### config.mk
export PLATFORM = sky130hd
export DESIGN_NAME = pmc_power_ctrl
export DESIGN_NICKNAME = d
export VERILOG_FILES = /design/src/rtl/pmc_pkg.sv /design/src/rtl/pmc_sync.sv /design/src/rtl/pmc_rules.sv /design/src/rtl/pmc_out_map.sv /design/src/rtl/pmc_power_ctrl.sv
export SDC_FILE = /design/constraint.sdc
export NUM_CORES = 1
export LEC_CHECK = 0
export CAP_MARGIN = 20
export CORE_AREA = 2 2 39 41
export CTS_CLUSTER_DIAMETER = 60
export DETAILED_ROUTE_END_ITERATION = 7
export DIE_AREA = 0 0 41 43
export DONT_BUFFER_PORTS = 1
export GPL_TIMING_DRIVEN = 0
export RECOVER_POWER = 50
export SLEW_MARGIN = 25
export SYNTH_ARGS = -nofsm -noshare
export SYNTH_HDL_FRONTEND = slang
export SYNTH_HIERARCHICAL = 1
export SYNTH_SLANG_ARGS = --single-unit
export TNS_END_PERCENT = 5
### constraint.sdc
create_clock -name clk -period 2.2 [get_ports clk]
set_clock_uncertainty 0.15 [all_clocks]
set_input_delay 0.44 -clock clk [delete_from_list [all_inputs] [get_ports clk]]
set_output_delay 0.44 -clock clk [all_outputs]
set_load 0.005 [all_outputs]
### src/rtl/pmc_pkg.sv
package pmc_pkg;
    localparam int MODE_W = 3;

    typedef enum logic [MODE_W-1:0] {
        MD_FULLON = 3'd0,
        MD_ACTIVE = 3'd1,
        MD_SLEEP  = 3'd2,
        MD_DEEP   = 3'd3,
        MD_HIBER  = 3'd4
    } pmode_e;

    typedef struct packed {
        logic cclk_en;
        logic sclk_en;
        logic pll_en;
        logic pll_byp;
        logic hib_req;
    } pout_s;

    localparam pout_s OUT_RESET = '{cclk_en: 1'b1, sclk_en: 1'b1, pll_en: 1'b1,
                                    pll_byp: 1'b0, hib_req: 1'b0};
endpackage

### src/rtl/pmc_sync.sv
module pmc_sync #(
    parameter int STAGES = 2
) (
    input  logic clk,
    input  logic rst_n,
    input  logic d,
    output logic q
);
    logic [STAGES-1:0] chain_q;

    generate
        if (STAGES == 1) begin : g_one
            always_ff @(posedge clk or negedge rst_n) begin
                if (!rst_n) chain_q <= '0;
                else        chain_q <= d;
            end
        end else begin : g_many
            always_ff @(posedge clk or negedge rst_n) begin
                if (!rst_n) chain_q <= '0;
                else        chain_q <= {chain_q[STAGES-2:0], d};
            end
        end
    endgenerate

    assign q = chain_q[STAGES-1];
endmodule

### src/rtl/pmc_rules.sv
module pmc_rules
    import pmc_pkg::*;
(
    input  pmode_e               cur,
    input  logic                 req_vld,
    input  logic [MODE_W-1:0]    req_code,
    input  logic                 pll_en_q,
    input  logic                 byp_q,
    input  logic                 wake,
    input  logic                 rtc_s,
    output pmode_e               nxt,
    output logic                 refuse
);
    always_comb begin
        nxt    = cur;
        refuse = 1'b0;
        unique case (cur)
            MD_FULLON: begin
                if (req_vld) begin
                    case (req_code)
                        3'd1, 3'd2, 3'd3, 3'd4: nxt = pmode_e'(req_code);
                        default:                refuse = 1'b1;
                    endcase
                end
            end
            MD_ACTIVE: begin
                if (req_vld) begin
                    case (req_code)
                        3'd0, 3'd2: begin
                            if (pll_en_q) nxt = pmode_e'(req_code);
                            else          refuse = 1'b1;
                        end
                        3'd3, 3'd4: nxt = pmode_e'(req_code);
                        default:    refuse = 1'b1;
                    endcase
                end
            end
            MD_SLEEP: begin
                refuse = req_vld;
                if (wake) nxt = byp_q ? MD_ACTIVE : MD_FULLON;
            end
            MD_DEEP: begin
                refuse = req_vld;
                if (rtc_s) nxt = MD_ACTIVE;
            end
            MD_HIBER: begin
                refuse = req_vld;
            end
        endcase
    end
endmodule

### src/rtl/pmc_out_map.sv
module pmc_out_map
    import pmc_pkg::*;
(
    input  pmode_e md,
    input  logic   pll_en_cfg,
    input  logic   byp_cfg,
    output pout_s  o
);
    always_comb begin
        o = OUT_RESET;
        unique case (md)
            MD_FULLON: o = '{cclk_en: 1'b1, sclk_en: 1'b1, pll_en: 1'b1,
                             pll_byp: 1'b0, hib_req: 1'b0};
            MD_ACTIVE: o = '{cclk_en: 1'b1, sclk_en: 1'b1, pll_en: pll_en_cfg,
                             pll_byp: 1'b1, hib_req: 1'b0};
            MD_SLEEP:  o = '{cclk_en: 1'b0, sclk_en: 1'b1, pll_en: 1'b1,
                             pll_byp: byp_cfg, hib_req: 1'b0};
            MD_DEEP:   o = '{cclk_en: 1'b0, sclk_en: 1'b0, pll_en: 1'b0,
                             pll_byp: 1'b1, hib_req: 1'b0};
            MD_HIBER:  o = '{cclk_en: 1'b0, sclk_en: 1'b0, pll_en: 1'b0,
                             pll_byp: 1'b1, hib_req: 1'b1};
        endcase
    end
endmodule

### src/rtl/pmc_power_ctrl.sv
module pmc_power_ctrl
    import pmc_pkg::*;
#(
    parameter int SYNC_STAGES = 2
) (
    input  logic              clk,
    input  logic              rst_n,
    input  logic              cfg_we,
    input  logic              cfg_pll_en,
    input  logic              cfg_pll_byp,
    input  logic              req_vld,
    input  logic [MODE_W-1:0] req_mode,
    input  logic              wake_evt,
    input  logic              rtc_irq_async,
    output logic [MODE_W-1:0] mode,
    output logic              cclk_en,
    output logic              sclk_en,
    output logic              pll_en,
    output logic              pll_bypass,
    output logic              hib_req,
    output logic              req_err
);
    pmode_e state_q, state_d;
    logic   pll_en_q, byp_q, pll_en_d, byp_d;
    logic   cfg_ok, refuse, rtc_s;
    pout_s  out_d, out_q;
    logic   err_q;

    pmc_sync #(.STAGES(SYNC_STAGES)) u_rtc_sync (
        .clk   (clk),
        .rst_n (rst_n),
        .d     (rtc_irq_async),
        .q     (rtc_s)
    );

    // Legality is judged on the stored bits before any write of this cycle.
    pmc_rules u_rules (
        .cur      (state_q),
        .req_vld  (req_vld),
        .req_code (req_mode),
        .pll_en_q (pll_en_q),
        .byp_q    (byp_q),
        .wake     (wake_evt),
        .rtc_s    (rtc_s),
        .nxt      (state_d),
        .refuse   (refuse)
    );

    assign cfg_ok   = cfg_we && (state_q == MD_FULLON || state_q == MD_ACTIVE);
    assign pll_en_d = cfg_ok ? cfg_pll_en  : pll_en_q;
    assign byp_d    = cfg_ok ? cfg_pll_byp : byp_q;

    pmc_out_map u_map (
        .md         (state_d),
        .pll_en_cfg (pll_en_d),
        .byp_cfg    (byp_d),
        .o          (out_d)
    );

    // State and stored configuration.
    always_ff @(posedge clk or negedge rst_n) begin
        if (!rst_n) begin
            state_q  <= MD_FULLON;
            pll_en_q <= 1'b1;
            byp_q    <= 1'b0;
        end else begin
            state_q  <= state_d;
            pll_en_q <= pll_en_d;
            byp_q    <= byp_d;
        end
    end

    // Registered outputs, decoded from the next state.
    always_ff @(posedge clk or negedge rst_n) begin
        if (!rst_n) begin
            out_q <= OUT_RESET;
            err_q <= 1'b0;
        end else begin
            out_q <= out_d;
            err_q <= refuse;
        end
    end

    assign mode       = state_q;
    assign cclk_en    = out_q.cclk_en;
    assign sclk_en    = out_q.sclk_en;
    assign pll_en     = out_q.pll_en;
    assign pll_bypass = out_q.pll_byp;
    assign hib_req    = out_q.hib_req;
    assign req_err    = err_q;

    AST_FULLON_OUTPUTS: assert property (@(posedge clk) disable iff (!rst_n)
        (state_q == MD_FULLON) |-> (cclk_en && sclk_en && pll_en && !pll_bypass && !hib_req));
    AST_ACTIVE_GUARD: assert property (@(posedge clk) disable iff (!rst_n)
        (state_q == MD_ACTIVE && !pll_en_q) |=> (state_q != MD_FULLON && state_q != MD_SLEEP));
    AST_ERR_NO_MOVE: assert property (@(posedge clk) disable iff (!rst_n)
        req_err |-> (state_q == $past(state_q)));
    AST_SLEEP_WAKE_FULL: assert property (@(posedge clk) disable iff (!rst_n)
        (state_q == MD_SLEEP && wake_evt && !byp_q) |=> (state_q == MD_FULLON));
    AST_DEEP_EXIT_ACTIVE: assert property (@(posedge clk) disable iff (!rst_n)
        (state_q == MD_DEEP) |=> (state_q == MD_DEEP || state_q == MD_ACTIVE));
    AST_HIBER_HOLD: assert property (@(posedge clk) disable iff (!rst_n)
        (state_q == MD_HIBER) |=> (state_q == MD_HIBER && hib_req));
    AST_CFG_LOCKED: assert property (@(posedge clk) disable iff (!rst_n)
        (state_q == MD_SLEEP || state_q == MD_DEEP || state_q == MD_HIBER)
        |=> ($stable(pll_en_q) && $stable(byp_q)));
    AST_CLK_EN_STEADY: assert property (@(posedge clk) disable iff (!rst_n)
        $stable(state_q) |-> ($stable(cclk_en) && $stable(sclk_en)));
endmodule

## Yosys cells after proc, flatten, opt, wreduce, memory -nomap -nowiden

Cells that the tools add are included.

| word-level totals | value |
|---|---|
| logic and storage cells | 49 |
| output and inout bits | 9 |
| bits of input ports | 11 |
| register bits after elaboration | 13 |

| cells by class | value |
|---|---|
| multiplexer cells | 18 |
| reduce and logical (&&, ||, !) cells | 9 |
| eq/ne operators | 12 |

Operators by type and width:

| cell | number |
|---|---|
| 5-bit one-hot mux with 5 select lines | 1 |
| 3-bit by 2-bit equality test with 1-bit output (second input constant) | 6 |
| 3-bit 2-to-1 mux | 6 |
| 3-bit one-hot mux with 4 select lines | 1 |
| 3-bit by 1-bit equality test with 1-bit output (second input constant) | 3 |
| 3-bit equality test (second input constant) | 3 |
| 3-bit logical NOT | 3 |
| 1-bit 2-to-1 mux | 7 |
| 3-bit one-hot mux with 2 select lines | 1 |
| 2-bit OR reduction | 2 |
| 4-bit OR reduction | 1 |
| 1-bit one-hot mux with 3 select lines | 1 |
| 3-bit OR reduction | 1 |
| 1-bit one-hot mux with 2 select lines | 1 |
| 1-bit logical AND | 1 |
| 1-bit logical OR | 1 |

## Logic depth before layout (Yosys ltp)

| depth | value |
|---|---|
| depth after elaboration | 7 |
| mapped depth | 5 |
| mapped depth without buffers | 5 |

## Hierarchy

Netlist, hierarchy kept.

By module, submodules not included:

| module | cells each | area an instance (µm²) | instances | seq. area each (µm²) |
|---|---|---|---|---|
| pmc_power_ctrl | 14 | 315.3 | 1 | 280.3 |
| pmc_rules | 27 | 177.7 | 1 | 0.0 |
| pmc_out_map | 9 | 62.6 | 1 | 0.0 |
| pmc_sync | 2 | 50.0 | 1 | 50.0 |

## Least setup slack after synthesis

Ideal clock, no wire load.

| timing | value |
|---|---|
| path kind | in2reg |
| start | input req_mode[1] |
| end | register out_q (netlist bit pll_bypass) |
| buffers on the path | 0 |
| arrival time | 1.508 ns |
| path slack | 0.464 ns |
| setup time | 0.078 ns |
| data required time | 1.972 ns |
| stages on the path | 5 |
| cell sequence | and2b_1 > o2111ai_1 > a221o_1 > nor3b_4 > o21bai_1 |

RTL lines:

| element | RTL line | source |
|---|---|---|
| start: declaration | pmc_power_ctrl.sv:12 | `input logic [MODE_W-1:0] req_mode,` |
| end signal: assignment | pmc_power_ctrl.sv:79 | `out_q <= out_d;` |
| end: declaration | pmc_power_ctrl.sv:26 | `pout_s out_d, out_q;` |

==> run_results.csv <==
group,metric,value,unit
cts,clk_pin_slew,0.08,ns
cells_and_area,nets,69,
route,vias,404,
route,remaining_drc_errors,0,
floorplan,dieArea,0.00176,mm²
global_route,grt.total_usage,0.141,
floorplan,num_rows,14,
global_route,use_met3,0.0314,
route,viasPerCell,5.53,
synth,synth_cell_types,25,
placement,hpwl,784,µm
synth,synth-simple-area-share,0.250,
critical_path,crit_start,"mode[2]",
placement,gp_congestion,0.685,
timing,hold_viol_final,0,
route,firstDrtPassIters,4,
critical_path,rr_endpoint,"pll_bypass",
global_route,grt_pass1_vias,361,
timing,max_freq,519,MHz
power,sw_frac_of_total,0.229,
synth,synthXorXnorAreaFrac,0,
timing,rsz0062_at_grt,"false",
global_route,grt_overflow_total,0,
timing,relSlewSlack,0.615,
power,seq_power_share,0.596,
critical_path,crit_fanout,8,
power,power.density,668,mW/mm²
critical_path,crit_path_end_kind,"flip-flop",
critical_path,reg2reg_slack,0.27,ns
cells_and_area,final_core_util,0.478,
critical_path,path_class,"flip-flop to flip-flop",
timing,tightest_slew,0.578,ns
cts,cts_buffer_depth,2,
timing,setup_slack,0.274,ns
synth,yosysWarnings,6,
critical_path,worstRegToRegCells,5,
route,wire_per_inst,15.0,µm
floorplan,fp.dieH,43,µm
synth,synth_cells,52,
placement,preCtsSetupSlack,0.286,ns
global_route,grt_use_met2,0.184,
power,ir_worst_vdd,0.417,mV
timing,setup_violations,0,
cells_and_area,drive_above_1_share,0.228,
power,p_int,0.000341,W
cts,h-tree-depth,1,
floorplan,ios,20,
synth,synth-seq-area-share,0.545,
cts,cts-root-buf,"clkbuf_4",
global_route,grt_pass1_wl,1640,µm
cells_and_area,antennaDiodeCount,0,
route,wl,1090,µm
cts,ctsResizeCount,0,
critical_path,regToRegStartpoint,"mode[2]",
hold_path,worst_hold_path_type,"input port to flip-flop",
power,clockPowerShare,0.333,
power,net-switching-power,0.000101,W
status,status,"complete, no violations",
cts,numCtsBuffers,3,
flow_run,maxCapViolCount,0,
critical_path,crit_path_end,"pll_bypass",
timing,slew_violations,0,
synth,ys_seq_elements,13,
cts,cts_sinks,13,
hold_path,holdPathStages,0,
synth,syn-num-nets,63,
placement,port_buffers,0,
power,leakage,0.263,nW
floorplan,initial_utilization,0.438,
global_route,met1_usage,0.208,
global_route,grt_max_degree,14,
cts,clk_latency,0.27,ns
global_route,antenna_found_initial,0,
synth,synth_area,606,µm²
critical_path,arrival,1.93,ns
timing,period_needed,1.93,ns
floorplan,coreArea,0.00138,mm²
route,ant_nets,0,
synth,avgSynthCellArea,11.6,µm²
timing,setup_tns,0,ns
power,combPwrFrac,0.070,
global_route,top_usage_layer,"met1",
floorplan,die_w,41,µm
route,drt_iter0_markers,6,
synth,synthAdderAreaFrac,0,
synth,synth_compound_area_frac,0.136,
critical_path,crit_path_start_kind,"flip-flop",
timing,post-route-period-util,0.875,
synth,synthMuxAreaShare,0.0558,
cells_and_area,fillers,134,
cts,cts_tree,"yes",
timing,hold-worst-slack,0.0358,ns
cells_and_area,syn_to_final_growth,9.30,%
synth,synth_top_family_by_area,"simple AND/OR/NAND/NOR gates",
critical_path,critical_path_required,2.21,ns
==> power groups by stage <==
stage	Combinational (W)	Sequential (W)	Clock (W)
6_report	0.0000312	0.000264	0.000147
5_1_grt	0.0000350	0.000266	0.000161
4_1_cts	0.0000318	0.000264	0.000152
3_5_place_dp	0.0000255	0.000269	0
3_3_place_gp	0.0000252	0.000269	0
2_1_floorplan	0.0000223	0.000266	0
==> logic make-up after synthesis <==
| kind of cell | Yosys count |
|---|---|
| flip-flops | 13 |
| AO/OA/AOI/OAI | 13 |
| multiplexers | 3 |
| buffers and inverters | 2 |
| AND/OR/NAND/NOR | 21 |
==> cell usage after synthesis <==
| cell | instances | area [µm²] |
|---|---|---|
| a21oi_1 | 5 | 25.0 |
| a221o_1 | 1 | 10.0 |
| a31oi_1 | 1 | 6.26 |
| and2b_1 | 1 | 7.51 |
| and3_1 | 1 | 6.26 |
| dfrtp_1 | 9 | 225 |
| dfstp_2 | 4 | 105 |
| inv_1 | 2 | 7.51 |
| mux2_2 | 3 | 33.8 |
| nand2_1 | 1 | 3.75 |
| nand2b_1 | 1 | 6.26 |
| nand3_1 | 2 | 10.0 |
| nor2_1 | 1 | 3.75 |
| nor2b_1 | 5 | 31.3 |
| nor3_1 | 2 | 10.0 |
| nor3b_1 | 1 | 7.51 |
| nor3b_2 | 1 | 12.5 |
| nor3b_4 | 1 | 18.8 |
| nor4b_1 | 1 | 8.76 |
| o2111ai_1 | 1 | 8.76 |
| o211ai_1 | 2 | 15.0 |
| o21ai_0 | 2 | 10.0 |
| o21bai_1 | 1 | 7.51 |
| or3_2 | 1 | 7.51 |
| or3b_1 | 2 | 17.5 |
==> area by class of cell <==
| class | instances | area, µm² | area share |
|---|---|---|---|
| repair buffers | 1 | 10.0 | 0.0151 |
| well taps | 16 | 20.0 | 0.0302 |
| flip-flops and latches | 13 | 330 | 0.499 |
| multi-input cells | 37 | 268 | 0.405 |
| clock buffers | 4 | 26.3 | 0.0397 |
| inverters | 2 | 7.51 | 0.0113 |
==> flip-flops by register name, indices dropped and copies added, names as in the netlist <==
signal	count
mode	3
req_err	1
cclk_en	1
sclk_en	1
pll_en	1
byp_q	1
u_rtc_sync/chain_q	2
hib_req	1
pll_bypass	1
pll_en_q	1
==> worst min-delay path by stage <==
stage | start | to | slack [ns]
6_report | rtc_irq_async | u_rtc_sync/chain_q[0] | 0.04
5_1_grt | rtc_irq_async | u_rtc_sync/chain_q[0] | 0.02
4_1_cts | rtc_irq_async | u_rtc_sync/chain_q[0] | 0.03
3_5_place_dp | rst_n | req_err | -0.005
3_3_place_gp | rst_n | req_err | -0.005
2_1_floorplan | rst_n | byp_q | -0.006
==> stage by stage <==
step	total power, W	cells	area [µm²]
floorplan	0.000289	52	606
global placement	0.000294	68	626
detailed placement	0.000294	68	626
CTS	0.000448	73	662
global route	0.000462	73	662
finish	0.000442	73	662
==> cell usage in the layout, fill, tap and decap left out <==
master	instances
a21oi_1	5
a221o_1	1
a31oi_1	1
and2b_1	1
and3_1	1
clkbuf_1	1
clkbuf_4	3
dfrtp_1	9
dfstp_2	4
dlygate4sd3_1	1
inv_1	2
mux2_2	3
nand2_1	1
nand2b_1	1
nand3_1	2
nor2_1	1
nor2b_1	5
nor3_1	2
nor3b_1	1
nor3b_2	1
nor3b_4	1
nor4b_1	1
o2111ai_1	1
o211ai_1	2
o21ai_0	2
o21bai_1	1
or3_2	1
or3b_1	2
==> routing by layer <==
layer | routed length (µm) | up-vias
met5 | 0 | -
met3 | 49 | 0
met1 | 492 | 193
met2 | 551 | 8
li1 | - | 203
met4 | 0 | 0
==> repair_timing <==
action,in CTS,in global routing
hold buffers,1,0
hold endpoints to repair,13,0
setup buffers,0,0
==> worst max-delay path: stages, from the launching register on <==
cell,delay [ns]
dfrtp_1,0.48
nor3b_1,0.29
a31oi_1,0.13
a21oi_1,0.47
nor3b_4,0.12
o21bai_1,0.18
Note: power is estimated with default switching activity, not from simulation.
